### src/rtl/ifetch_page_pretrans.sv
module ifetch_page_pretrans #(
  parameter int VA_W    = 32,
  parameter int PA_W    = 32,
  parameter int PG_BITS = 12
) (
  input  logic                    clk,
  input  logic                    rst_n,
  input  logic                    fetch_valid_i,
  input  logic [VA_W-1:0]         fetch_pc_i,
  output logic                    fetch_ready_o,
  output logic                    xlat_valid_o,
  output logic [PA_W-1:0]         xlat_paddr_o,
  output logic                    xlat_hit_o,
  output logic                    tlb_req_o,
  output logic [VA_W-PG_BITS-1:0] tlb_req_vpn_o,
  input  logic                    tlb_rsp_valid_i,
  input  logic [PA_W-PG_BITS-1:0] tlb_rsp_pfn_i,
  input  logic                    tlb_inv_valid_i,
  input  logic                    tlb_inv_all_i,
  input  logic [VA_W-PG_BITS-1:0] tlb_inv_vpn_i
);
  localparam int VPN_W = VA_W - PG_BITS;
  localparam int PFN_W = PA_W - PG_BITS;

  logic               pred_valid_q;
  logic [VPN_W-1:0]   pred_vpn_q;
  logic [PFN_W-1:0]   pred_pfn_q;
  logic               busy_q;
  logic [VPN_W-1:0]   pend_vpn_q;
  logic [PG_BITS-1:0] pend_ofs_q;
  logic               out_valid_q;
  logic               out_hit_q;
  logic [PA_W-1:0]    out_paddr_q;

  wire [VPN_W-1:0]   pc_vpn   = fetch_pc_i[VA_W-1:PG_BITS];
  wire [PG_BITS-1:0] pc_ofs   = fetch_pc_i[PG_BITS-1:0];
  wire               fire     = fetch_valid_i && !busy_q;
  wire               inv_pred = tlb_inv_valid_i && (tlb_inv_all_i || tlb_inv_vpn_i == pred_vpn_q);
  wire               inv_pend = tlb_inv_valid_i && (tlb_inv_all_i || tlb_inv_vpn_i == pend_vpn_q);
  wire               pred_hit = pred_valid_q && !inv_pred && (pc_vpn == pred_vpn_q);
  wire               rsp_take = busy_q && tlb_rsp_valid_i;

  assign fetch_ready_o = !busy_q;
  assign tlb_req_o     = busy_q;
  assign tlb_req_vpn_o = pend_vpn_q;
  assign xlat_valid_o  = out_valid_q;
  assign xlat_hit_o    = out_hit_q;
  assign xlat_paddr_o  = out_paddr_q;

  always_ff @(posedge clk or negedge rst_n) begin
    if (!rst_n) begin
      out_valid_q <= 1'b0;
      out_hit_q   <= 1'b0;
      out_paddr_q <= '0;
    end else begin
      out_valid_q <= (fire && pred_hit) || rsp_take;
      if (fire && pred_hit) begin
        out_hit_q   <= 1'b1;
        out_paddr_q <= {pred_pfn_q, pc_ofs};
      end else if (rsp_take) begin
        out_hit_q   <= 1'b0;
        out_paddr_q <= {tlb_rsp_pfn_i, pend_ofs_q};
      end
    end
  end

  always_ff @(posedge clk or negedge rst_n) begin
    if (!rst_n) begin
      busy_q     <= 1'b0;
      pend_vpn_q <= '0;
      pend_ofs_q <= '0;
    end else if (fire && !pred_hit) begin
      busy_q     <= 1'b1;
      pend_vpn_q <= pc_vpn;
      pend_ofs_q <= pc_ofs;
    end else if (rsp_take) begin
      busy_q <= 1'b0;
    end
  end

  always_ff @(posedge clk or negedge rst_n) begin
    if (!rst_n) begin
      pred_valid_q <= 1'b0;
      pred_vpn_q   <= '0;
      pred_pfn_q   <= '0;
    end else if (rsp_take) begin
      pred_valid_q <= !inv_pend;
      pred_vpn_q   <= pend_vpn_q;
      pred_pfn_q   <= tlb_rsp_pfn_i;
    end else if (inv_pred) begin
      pred_valid_q <= 1'b0;
    end
  end

  p_hit_no_req_r3: assert property (@(posedge clk) disable iff (!rst_n)
    fetch_valid_i && fetch_ready_o && pred_hit |=> xlat_valid_o && xlat_hit_o && !tlb_req_o);

  p_hit_offset_r8: assert property (@(posedge clk) disable iff (!rst_n)
    fetch_valid_i && fetch_ready_o && pred_hit |=> xlat_paddr_o[PG_BITS-1:0] == $past(fetch_pc_i[PG_BITS-1:0]));

  p_req_hold_r4: assert property (@(posedge clk) disable iff (!rst_n)
    tlb_req_o && !tlb_rsp_valid_i |=> tlb_req_o && $stable(tlb_req_vpn_o));

  p_rsp_out_r4: assert property (@(posedge clk) disable iff (!rst_n)
    tlb_req_o && tlb_rsp_valid_i |=> xlat_valid_o && !xlat_hit_o && xlat_paddr_o[PA_W-1:PG_BITS] == $past(tlb_rsp_pfn_i));

  p_no_hit_busy_r7: assert property (@(posedge clk) disable iff (!rst_n)
    tlb_req_o |=> !(xlat_valid_o && xlat_hit_o));

  p_inv_all_r6: assert property (@(posedge clk) disable iff (!rst_n)
    tlb_inv_valid_i && tlb_inv_all_i |=> !pred_valid_q);

  p_idle_rsp_r10: assert property (@(posedge clk) disable iff (!rst_n)
    !tlb_req_o && !fetch_valid_i && tlb_rsp_valid_i |=> !xlat_valid_o);
endmodule

### config.mk
export PLATFORM = sky130hd
export DESIGN_NAME = ifetch_page_pretrans
export DESIGN_NICKNAME = d
export VERILOG_FILES = /design/src/rtl/ifetch_page_pretrans.sv
export SDC_FILE = /design/constraint.sdc
export NUM_CORES = 1
export LEC_CHECK = 0
export ABC_AREA = 1
export BUFFER_PORTS_ARGS = -buffer_cell sky130_fd_sc_hd__buf_4
export CORE_AREA = 3 3 109 111
export DETAILED_ROUTE_END_ITERATION = 10
export DIE_AREA = 0 0 112 114
export GPL_TIMING_DRIVEN = 0
export PLACE_DENSITY = 0.8
export SLEW_MARGIN = 30
export SYNTH_ARGS = -nofsm -noshare
export SYNTH_HDL_FRONTEND = slang
export SYNTH_SLANG_ARGS = --single-unit
### constraint.sdc
create_clock -name clk -period 4.3 [get_ports clk]
set_input_delay 1.075 -clock clk [delete_from_list [all_inputs] [get_ports clk]]
set_output_delay 1.075 -clock clk [all_outputs]
set_load 0.02 [all_outputs]
==> impl_metrics.tcl <==
set metrics [dict create \
    drt_iter0_drc 379 \
    avgSynthCellArea_sq_um 7.78 \
    grt_pass1_wl_microns 24300 \
    cts_resized 0 \
    io_buffers 133 \
    period_needed_ns 2.42 \
    start_util_pct 49.7 \
    tightest_slew_ns 0.874 \
    max_stage_delay_ns 0.40 \
    period_share_pct 56.3 \
    ctsHoldBuffers 0 \
    drc_errors 0 \
    fp-row-count 38 \
    dieArea_sq_mm 0.0128 \
    irDropWorstVdd_uv 241 \
    dr.pass1.iters 5 \
    fp.dieW_microns 112 \
    drt_wl_total_microns 14700 \
    ys_seq_area_share_pct 50.0 \
    worst_path_max_delay_cell "clkbuf_1" \
    ios 134 \
    synthTopCellsByCount "nand2_1, dfrtp_1, nand3_1" \
    status "completed" \
    grt_pass1_vias 4984 \
    wire_per_inst_microns 14.9 \
    final_layout_size_suffix_gt1_share_pct 21.1 \
    critical_path_required_ns 4.55 \
    cts.htree.levels 3 \
    antenna_found_initial 0 \
    endpoint_kind "flop" \
    syn_area_sq_mm 0.00541 \
    setup_violations 0 \
    place_congestion 0.847 \
    cts-root-buf "clkbuf_8" \
    cp.arrival_ns 2.67 \
    stdcell_area_sq_mm 0.00681 \
    syn-num-nets 773 \
    max-clock-path-buffers 2 \
    cts_tree "done" \
    max_freq_ghz 0.413 \
    synth_top_cell_area_share_pct 50.0 \
    ant_nets 0 \
    syn_to_final_growth_pct 25.8 \
    grt_usage_pct 23.5 \
    synth_flop_cell "dfrtp_1" \
    cap_violations 0 \
    yosys.cell_count.top_type "nand2_1" \
    clk_latency_ns 0.37 \
    dieHeight_microns 114 \
    ys_async_sr_fraction_pct 100 \
    slew_headroom_pct 41.7 \
    grt_overflow 0 \
    power.leakage_nw 3.61 \
    clkTransAtPathRegs_ns 0.11 \
    clock-skew-final_ns 0.0159 \
    hold_viol_final 0 \
    crit_type "in2reg" \
    ys_types 26 \
    synth-edff-count 0 \
    viasPerCell 5.18 \
    vias 5093 \
    cp_cell_sequence "buf_4 > xnor2_1 > nand3_1 > nor2_1 > nand3_1 > nor2_4 > clkbuf_1 > nand4_1 > nand2_1 > nand2_1" \
    yosysWarnings 0 \
    cts.sinks 108 \
    place_area_sq_mm 0.00659 \
    postCtsSetupBuffers 0 \
    worstHoldPathType "reg2reg" \
    netlist_instances 695 \
    cp-start-kind "input pin" \
    finalSetupTns_ns 0 \
    critPathMaxFanout 10 \
    cts_made_buffers 9 \
    core_area_sq_mm 0.0109 \
    diodes 0 \
    synth-seq-cells 108 \
    synth.area.top_cells "dfrtp_1, nand2_1, nand3_1" \
    slew_violations 0 \
    hpwl_microns 10900 \
    num-nets-final 917 \
    yosysTopAreaCell "dfrtp_1" \
    grt_max_degree 109 \
    powerDensity_mw_per_mm2 463 \
    rsz0062_at_grt "false" \
]
-- state kept, by name, indices dropped and copies added, names as in the netlist --
name,flops
xlat_valid_o,1
tlb_req_o,1
pred_valid_q,1
tlb_req_vpn_o,20
xlat_hit_o,1
pend_ofs_q,12
xlat_paddr_o,32
pred_vpn_q,20
pred_pfn_q,20
-- per-stage QoR --
step	hold WS, ns	std cells	power (mW)	util, %	setup slack (ns)
after floorplan	0.442	695	2.05	-	2.01
after global placement	0.453	968	2.46	60.5	1.53
after detailed placement	0.460	968	2.50	60.5	1.53
after CTS	0.487	984	3.17	62.5	1.91
after global routing	0.514	984	3.36	62.5	1.73
final	0.486	984	3.15	62.5	1.88
-- power by group --
group	leakage, nW	internal (mW)	total [mW]	switching [mW]
sequential	1.35	1.26	1.44	0.183
clock	0.107	0.298	0.677	0.378
combinational	2.16	0.435	1.04	0.602
total	3.61	1.99	3.15	1.16
-- cell usage in the layout (no fill, tap or decap), drive strengths merged --
| master | n |
|---|---|
| a21oi | 2 |
| buf | 149 |
| bufinv | 1 |
| clkbuf | 31 |
| clkinv | 1 |
| clkinvlp | 1 |
| dfrtp | 108 |
| inv | 64 |
| nand2 | 265 |
| nand3 | 88 |
| nand4 | 36 |
| nor2 | 16 |
| nor3 | 4 |
| nor4 | 1 |
| o21ai | 36 |
| o21bai | 1 |
| or2 | 6 |
| xnor2 | 27 |
| xor2 | 7 |
-- cell type report --
cell class | instances | area [sq um]
tap | 140 | 175
multi-input combinational | 489 | 2320
fill | 985 | 4080
clock inverter | 6 | 77.6
buffer | 37 | 156
clock buffer | 10 | 138
inverter | 61 | 229
timing repair buffer | 133 | 1000
sequential | 108 | 2700
-- cells by family (layout without fill, tap and decap cells) --
| family | Yosys count | in the layout | share of synthesized area [%] |
|---|---|---|---|
| flip-flops | 108 | 108 | 50.0 |
| XOR/XNOR | 34 | 34 | 5.50 |
| AO/OA/AOI/OAI | 39 | 39 | 3.93 |
| AND/OR/NAND/NOR | 416 | 416 | 33.5 |
| buffers and inverters | 98 | 247 | 7.12 |
-- final timing paths --
kind	startpoint	endpoint	slack, ns	cells after the start
min in group asynchronous	rst_n	tlb_req_vpn_o[12]	0.79	1
hold reg to reg	pend_ofs_q[0]	pend_ofs_q[0]	0.49	2
max in group asynchronous	rst_n	pred_vpn_q[7]	2.89	1
hold / removal	pend_ofs_q[0]	pend_ofs_q[0]	0.49	2
setup / recovery	fetch_pc_i[20]	xlat_paddr_o[28]	1.88	10
setup reg to reg	pred_vpn_q[8]	xlat_paddr_o[28]	2.24	9
-- routing by layer --
layer / part of all wire (%) / wire length [microns] / track usage [%] / vias to the layer above
met1: 44 / 6390 / 31.6 / 2407
met2: 49 / 7140 / 39.3 / 158
met4: 2.0 / 293 / 7.13 / 0
met3: 5.7 / 842 / 4.08 / 21
li1: - / - / - / 2507
met5: 0 / 0 / 0 / -
-- worst max-delay path: cells and delay by family --
family | cells | cell delay, ns
xor gates and xnor gates | 1 | 0.15
and+or+nand+nor | 7 | 0.92
buffers and inverters | 2 | 0.52
(Power assumes the default switching activity.)
